==> config.mk <==
export PLATFORM = sky130hd
export DESIGN_NAME = seg_line_loader
export DESIGN_NICKNAME = d
export VERILOG_FILES = /design/src/rtl/seg_loader_pkg.sv /design/src/rtl/seg_fall_detect.sv /design/src/rtl/seg_load_ctrl.sv /design/src/rtl/seg_data_latch.sv /design/src/rtl/seg_level_map.sv /design/src/rtl/seg_line_loader.sv
export SDC_FILE = /design/constraint.sdc
export NUM_CORES = 1
export LEC_CHECK = 0
export ABC_CLOCK_PERIOD_IN_PS = 18150
export BUFFER_PORTS_ARGS = -buffer_cell sky130_fd_sc_hd__buf_2
export CORE_ASPECT_RATIO = 0.6
export CORE_MARGIN = 5
export CORE_UTILIZATION = 58
export CTS_CLUSTER_SIZE = 40
export DETAILED_ROUTE_END_ITERATION = 8
export PLACE_DENSITY_LB_ADDON = 0.15
export SETUP_SLACK_MARGIN = 0.4
export SLEW_MARGIN = 40
export SYNTH_ARGS = -nofsm -noshare
export SYNTH_HDL_FRONTEND = slang
export SYNTH_HIERARCHICAL = 1
export SYNTH_SLANG_ARGS = --single-unit
==> constraint.sdc <==
create_clock -name clk -period 18.15 [get_ports clk]
set_input_delay 5.445 -clock clk [delete_from_list [all_inputs] [get_ports clk]]
set_output_delay 5.445 -clock clk [all_outputs]
set_load 0.005 [all_outputs]
==> src/rtl/seg_loader_pkg.sv <==
package seg_loader_pkg;
  typedef enum logic [1:0] {
    LVL_V0  = 2'd0,
    LVL_V12 = 2'd1,
    LVL_V43 = 2'd2,
    LVL_V5  = 2'd3
  } level_e;

  function automatic level_e pick_level(input logic blank_n, input logic inv, input logic bit_on);
    if (!blank_n)  return LVL_V5;
    else if (inv)  return bit_on ? LVL_V0 : LVL_V12;
    else           return bit_on ? LVL_V5 : LVL_V43;
  endfunction
endpackage

==> src/rtl/seg_fall_detect.sv <==
module seg_fall_detect (
  input  logic clk,
  input  logic rst_n,
  input  logic sig,
  output logic fall
);
  logic prev_q;

  always_ff @(posedge clk or negedge rst_n) begin
    if (!rst_n) prev_q <= 1'b0;
    else        prev_q <= sig;
  end

  assign fall = prev_q & ~sig;
endmodule

==> src/rtl/seg_load_ctrl.sv <==
module seg_load_ctrl #(
  parameter int COLS = 160,
  parameter int BYTES = COLS / 8,
  parameter int CW = $clog2(BYTES + 1)
) (
  input  logic          clk,
  input  logic          rst_n,
  input  logic          s_fall,
  input  logic          lp_fall,
  input  logic          link_in,
  input  logic          wide_mode,
  input  logic [7:0]    bus_data,
  output logic          wr_en,
  output logic [CW-1:0] wr_idx,
  output logic [7:0]    wr_byte,
  output logic          handoff
);
  localparam logic [CW-1:0] LAST = CW'(BYTES - 1);

  logic [CW-1:0] cnt_q;
  logic          half_q, sel_q, done_q, pulse_q;
  logic [3:0]    nib_q;
  logic          accept, byte_ready;

  assign accept     = s_fall & ~lp_fall & ~done_q & (sel_q | ~link_in);
  assign byte_ready = wide_mode | half_q;
  assign wr_en      = accept & byte_ready;
  assign wr_idx     = cnt_q;
  assign wr_byte    = wide_mode ? bus_data : {bus_data[3:0], nib_q};
  assign handoff    = pulse_q;

  always_ff @(posedge clk or negedge rst_n) begin
    if (!rst_n) begin
      cnt_q <= '0; half_q <= 1'b0; nib_q <= '0;
      sel_q <= 1'b0; done_q <= 1'b1; pulse_q <= 1'b0;
    end else if (lp_fall) begin
      cnt_q <= '0; half_q <= 1'b0;
      sel_q <= 1'b0; done_q <= 1'b0; pulse_q <= 1'b0;
    end else if (s_fall) begin
      pulse_q <= 1'b0;
      if (accept) begin
        sel_q <= 1'b1;
        if (byte_ready) begin
          half_q <= 1'b0;
          cnt_q  <= cnt_q + 1'b1;
          if (cnt_q == LAST) begin
            done_q  <= 1'b1;
            sel_q   <= 1'b0;
            pulse_q <= 1'b1;
          end
        end else begin
          half_q <= 1'b1;
          nib_q  <= bus_data[3:0];
        end
      end
    end
  end


  quota_bound_chk: assert property (@(posedge clk) disable iff (!rst_n)
    cnt_q <= CW'(BYTES));

  no_write_after_quota_chk: assert property (@(posedge clk) disable iff (!rst_n)
    done_q |-> !wr_en);

  handoff_one_period_chk: assert property (@(posedge clk) disable iff (!rst_n)
    (pulse_q && s_fall) |=> !pulse_q);

  line_rearm_chk: assert property (@(posedge clk) disable iff (!rst_n)
    lp_fall |=> (cnt_q == '0 && !sel_q && !done_q && !pulse_q));
endmodule

==> src/rtl/seg_data_latch.sv <==
module seg_data_latch #(
  parameter int COLS = 160,
  parameter int BYTES = COLS / 8,
  parameter int CW = $clog2(BYTES + 1)
) (
  input  logic            clk,
  input  logic            rst_n,
  input  logic            fill_up,
  input  logic            wr_en,
  input  logic [CW-1:0]   wr_idx,
  input  logic [7:0]      wr_byte,
  output logic [COLS-1:0] data_q
);
  for (genvar c = 0; c < COLS; c++) begin : g_col
    localparam int UP_SLOT = c / 8;
    localparam int UP_BIT  = c % 8;
    localparam int DN_SLOT = (COLS - 1 - c) / 8;
    localparam int DN_BIT  = (COLS - 1 - c) % 8;
    logic hit;
    assign hit = wr_en && (wr_idx == (fill_up ? CW'(UP_SLOT) : CW'(DN_SLOT)));
    always_ff @(posedge clk or negedge rst_n) begin
      if (!rst_n)   data_q[c] <= 1'b0;
      else if (hit) data_q[c] <= fill_up ? wr_byte[UP_BIT] : wr_byte[DN_BIT];
    end
  end
endmodule

==> src/rtl/seg_level_map.sv <==
module seg_level_map
  import seg_loader_pkg::*;
#(
  parameter int COLS = 160
) (
  input  logic [COLS-1:0]   line_q,
  input  logic              blank_n,
  input  logic              frame_inv,
  output logic [2*COLS-1:0] col_level
);
  for (genvar c = 0; c < COLS; c++) begin : g_lvl
    assign col_level[2*c +: 2] = pick_level(blank_n, frame_inv, line_q[c]);
  end
endmodule

==> src/rtl/seg_line_loader.sv <==
module seg_line_loader #(
  parameter int COLS = 160,
  localparam int BYTES = COLS / 8,
  localparam int CW = $clog2(BYTES + 1)
) (
  input  logic              clk,
  input  logic              rst_n,
  input  logic              shift_clk,
  input  logic [7:0]        bus_data,
  input  logic              wide_mode,
  input  logic              fill_up,
  input  logic              latch_pulse,
  input  logic              blank_n,
  input  logic              frame_inv,
  input  logic              link_a_in,
  output logic              link_a_out,
  output logic              link_a_oe,
  input  logic              link_b_in,
  output logic              link_b_out,
  output logic              link_b_oe,
  output logic [2*COLS-1:0] col_level
);
  logic            s_fall, lp_fall, link_in, handoff, wr_en;
  logic [CW-1:0]   wr_idx;
  logic [7:0]      wr_byte;
  logic [COLS-1:0] data_q, line_q;

  seg_fall_detect u_sclk_det (.clk(clk), .rst_n(rst_n), .sig(shift_clk),   .fall(s_fall));
  seg_fall_detect u_lp_det   (.clk(clk), .rst_n(rst_n), .sig(latch_pulse), .fall(lp_fall));

  assign link_in    = fill_up ? link_a_in : link_b_in;
  assign link_a_oe  = ~fill_up;
  assign link_b_oe  = fill_up;
  assign link_a_out = fill_up ? 1'b1 : ~handoff;
  assign link_b_out = fill_up ? ~handoff : 1'b1;

  seg_load_ctrl #(.COLS(COLS), .BYTES(BYTES), .CW(CW)) u_ctrl (
    .clk(clk), .rst_n(rst_n), .s_fall(s_fall), .lp_fall(lp_fall),
    .link_in(link_in), .wide_mode(wide_mode), .bus_data(bus_data),
    .wr_en(wr_en), .wr_idx(wr_idx), .wr_byte(wr_byte), .handoff(handoff)
  );

  seg_data_latch #(.COLS(COLS), .BYTES(BYTES), .CW(CW)) u_dlat (
    .clk(clk), .rst_n(rst_n), .fill_up(fill_up), .wr_en(wr_en),
    .wr_idx(wr_idx), .wr_byte(wr_byte), .data_q(data_q)
  );

  always_ff @(posedge clk or negedge rst_n) begin
    if (!rst_n)       line_q <= '0;
    else if (!blank_n) line_q <= '0;
    else if (lp_fall) line_q <= data_q;
  end


  blank_clears_line_chk: assert property (@(posedge clk) disable iff (!rst_n)
    !blank_n |=> line_q == '0);

  line_hold_chk: assert property (@(posedge clk) disable iff (!rst_n)
    (blank_n && !lp_fall) |=> $stable(line_q));

  seg_level_map #(.COLS(COLS)) u_map (
    .line_q(line_q), .blank_n(blank_n), .frame_inv(frame_inv), .col_level(col_level)
  );
endmodule

==> qor_table.md <==
| Metric | This run |
|---|---|
| Number of fillers in the final layout | 2399 |
| PostCTS Resize Cnt | 0 |
| Pwr dens | 88.7 nW/µm² |
| Clock sinks | 335 |
| Wire length of the first global-routing pass | 62.9 mm |
| Number of standard cells after synthesis | 1492 |
| Y dimension of the die | 145 µm |
| Category of cells accounting for the largest share of critical-path delay | buffers and inverters |
| Max stage delay cell, worst path | sky130_fd_sc_hd__buf_6 |
| Nets | 1637 |
| Fraction of the cycle the final worst path needs | 0.706 |
| Sequential fraction of the synthesis area | 0.473 |
| Largest net degree at the start of global routing | 161 |
| Mapped Area | 17700 µm² |
| Switch share | 0.266 |
| Total GRT Usage | 0.223 |
| Worst path bufs/invs | 4 |
| Number of detailed-routing iterations run before antenna repair | 4 |
| Sum of overflow across all layers after global routing | 0 |
| FF+latch count, synth | 335 |
| Antenna violations before repair | 0 |
| Area growth syn-to-layout | 8.92% |
| Final Max Tran Viols | 0 |
| Clock latency at the later pin of the worst-skew pair | 0.57 ns |
| Number of global-route vias before repair | 10800 |
| Design internal power | 1.26 mW |
| Library cell with the largest summed area after synthesis | sky130_fd_sc_hd__dfrtp_1 |
| Clk root buf | sky130_fd_sc_hd__clkbuf_16 |
| Syn. warnings | 6 |
| Xor-xnor portion of the synthesized cell area | 0.0831 |
| Via count normalized by instance count | 5.11 |
| Number of library cell types mapped by synthesis | 40 |
| Share of synthesized registers carrying an async set or reset | 1.00 |
| Post-Syn Area per Cell | 11.9 µm² |
| Library cell with the highest instance count after synthesis | sky130_fd_sc_hd__dfrtp_1 |
| Largest stage delay on the critical path | 0.58 ns |
| Area share of the leading cell type in the synthesized netlist | 0.472 |
| Core box area | 30000 µm² |
| Setup skew after layout | 0.00969 ns |
| Least-Margin Pin Slew | 0.786 ns |
| RSZ-0062 raised after global routing | no |
| Mux contribution to synthesized area | 0.206 |
| Type of destination of the critical path | output pin |
| Number of enable-type register cells in the synthesized netlist | 0 |
| HPWL Detailed | 24.3 mm |
| DRT Wirelength | 38.8 mm |
| Horizontal extent of the die | 236 µm |
| Max-Cap Viols | 0 |
| Number of failing hold endpoints at the final stage | 0 |
| Power share of the clock group | 0.377 |
| VDD IR-drop max | 64.7 µV |
| Synthesized-area fraction occupied by and/or/nand/nor cells | 0.108 |
| Synth top cells by count | 334 x sky130_fd_sc_hd__dfrtp_1, 178 x sky130_fd_sc_hd__buf_4, 177 x sky130_fd_sc_hd__mux2_2 |
| I/O Pins | 342 |
| Hold Path Class | reg -> reg |
| Area fraction in compound gates after synthesis | 0.0223 |
| Fraction of layout instances using a drive strength above 1 | 0.378 |
| Final-layout setup total negative slack | 0 ns |
| Crit Path Max Fanout | 61 |
| Comb pwr share | 0.145 |
| Worst Setup Start Kind | primary input |
| Maximum root-to-sink buffer count | 3 |
| CTS tree | done |
| Global placement routability congestion | 0.764 |
| Cells traversed along the worst timing path | buf_8 -> buf_16 -> buf_6 -> xnor2_1 -> nand2_1 -> buf_2 |
| Synthesized net count | 1511 |
| Count of placed standard cells in the final layout, fillers left out | 2050 |
| Part of the power in registers | 0.478 |
| Starting DRC count in detailed routing | 610 |
| Switching Power | 0.455 mW |
| Outcome | finished, final reports clean |
| Remaining DRCs | 0 |
| Total Die Area | 34200 µm² |
| Post-CTS setup repair buffer count | 0 |
| Cell total after placement | 1991 |
| Count of standard-cell rows | 49 |
| Worst rel slew slack | 0.476 |
| Dominant register cell in the synthesized netlist | sky130_fd_sc_hd__dfrtp_1 |
| Post-detailed-route wirelength per cell | 18.9 µm |
| Leakage power | 8.61 nW |
| Total via count after detailed routing | 10500 |
| Clock slew at the register clock pins of the worst setup and hold paths | 0.07 ns |
| Maximum clock frequency | 0.0780 GHz |
| # H-tree levels | 1 |
| Number of nets with antenna violations after routing | 0 |
| Arrival time of the worst setup path | 7.38 ns |
| Starting Density | 0.590 |
| Worst path required time | 12.70 ns |
| Adder-cell share of the synthesized area | 0.000706 |
| Hold-fix buffer count after cts | 0 |
| Largest cells by area after synthesis | sky130_fd_sc_hd__dfrtp_1 47%, sky130_fd_sc_hd__mux2_2 11%, sky130_fd_sc_hd__mux2i_1 9.1% |
| Crit path time final | 12.82 ns |
| Number of buffers added by the clock tree synthesis step | 31 |
| Dominant combinational cell family by area after synthesis | multiplexers |
| # setup viols final | 0 |
| Critical setup path kind | in -> out |
| Number of buffers inserted by port buffering | 341 |
[per-layer routing]
layer | global-route usage | share of wire | vias to the layer above
li1 | - | - | 4950
met1 | 0.334 | 0.49 | 5274
met2 | 0.360 | 0.46 | 207
met3 | 0.0354 | 0.045 | 37
met4 | 0.0276 | 0.010 | 0
met5 | 0 | 0 | -
[tightest hold or removal path, stage by stage (launching register included)]
cell	delay, ns
sky130_fd_sc_hd__dfstp_2	0.37
sky130_fd_sc_hd__inv_1	0.04
sky130_fd_sc_hd__a21oi_1	0.05
[power groups by stage]
stage	combinational [mW]	clock [mW]	sequential, mW
global route	0.273	0.690	0.823
global placement	0.245	0	0.830
CTS	0.253	0.657	0.818
floorplan	0.196	0	0.823
finish	0.248	0.645	0.818
detailed placement	0.252	0	0.831
[state kept, by name, summed over array words and instances, names as in the netlist]
name               flops
u_ctrl/half_q          1
u_ctrl/nib_q           4
line_q               160
u_dlat/data_q        160
u_ctrl/done_q          1
u_sclk_det/prev_q      1
u_ctrl/handoff         1
u_ctrl/wr_idx          5
u_ctrl/sel_q           1
u_lp_det/prev_q        1
[stage by stage]
stage                     power (mW)  setup slack [ns]   util  area (µm²)  hold WS, ns
after detailed placement        1.08              5.26  0.608       18300        0.453
after global placement          1.07              5.09  0.604       18200        0.448
final                           1.71              5.33  0.642       19300        0.462
after floorplan                 1.02              3.85      -       17700        0.442
after global routing            1.79              5.18  0.642       19300        0.509
after CTS                       1.73              5.27  0.641       19300        0.462
[kinds of logic after synthesis]
kind of cell,after synthesis
adder cells (fa/ha/maj),1
flip-flops,335
AND/OR/NAND/NOR,357
buffers and inverters,263
XOR/XNOR,168
multiplexers,342
AO/OA/AOI/OAI,26
[cells in the final DEF, fill, tap and decap left out, types with 6 or more instances in the layout]
| cell | count |
|---|---|
| sky130_fd_sc_hd__buf_2 | 338 |
| sky130_fd_sc_hd__dfrtp_1 | 334 |
| sky130_fd_sc_hd__mux2_2 | 177 |
| sky130_fd_sc_hd__nand2_1 | 164 |
| sky130_fd_sc_hd__xnor2_1 | 164 |
| sky130_fd_sc_hd__mux2i_1 | 161 |
| sky130_fd_sc_hd__nor2b_1 | 160 |
| sky130_fd_sc_hd__clkbuf_16 | 31 |
| sky130_fd_sc_hd__a211oi_4 | 16 |
| sky130_fd_sc_hd__clkinv_2 | 8 |
| sky130_fd_sc_hd__clkbuf_1 | 6 |
| sky130_fd_sc_hd__buf_6 | 6 |
| sky130_fd_sc_hd__nor2_1 | 6 |
[final cells by class]
type | count | area [µm²] | share of cell area
Clock buffer | 41 | 853 | 0.0442
Timing Repair Buffer | 353 | 1910 | 0.0989
Sequential cell | 335 | 8380 | 0.435
Antenna cell | 1 | 2.50 | 0.000130
Inverter | 3 | 11.3 | 0.000584
Tap cell | 408 | 510 | 0.0265
Multi-Input combinational cell | 894 | 7480 | 0.388
Clock inverter | 15 | 138 | 0.00713
[path summary, 6_finish.rpt]
kind	start	cells after the start	slack, ns	end
max in group asynchronous	rst_n	3	11.90	u_dlat/data_q[91]
hold / removal	u_ctrl/done_q	2	0.46	u_ctrl/done_q
hold reg to reg	u_ctrl/done_q	2	0.46	u_ctrl/done_q
setup / recovery	frame_inv	6	5.33	col_level[78]
min in group asynchronous	rst_n	1	4.89	u_dlat/data_q[17]
setup reg to reg	u_sclk_det/prev_q	6	15.20	u_dlat/data_q[131]
No activity file was read; power rests on OpenSTA's default activity.
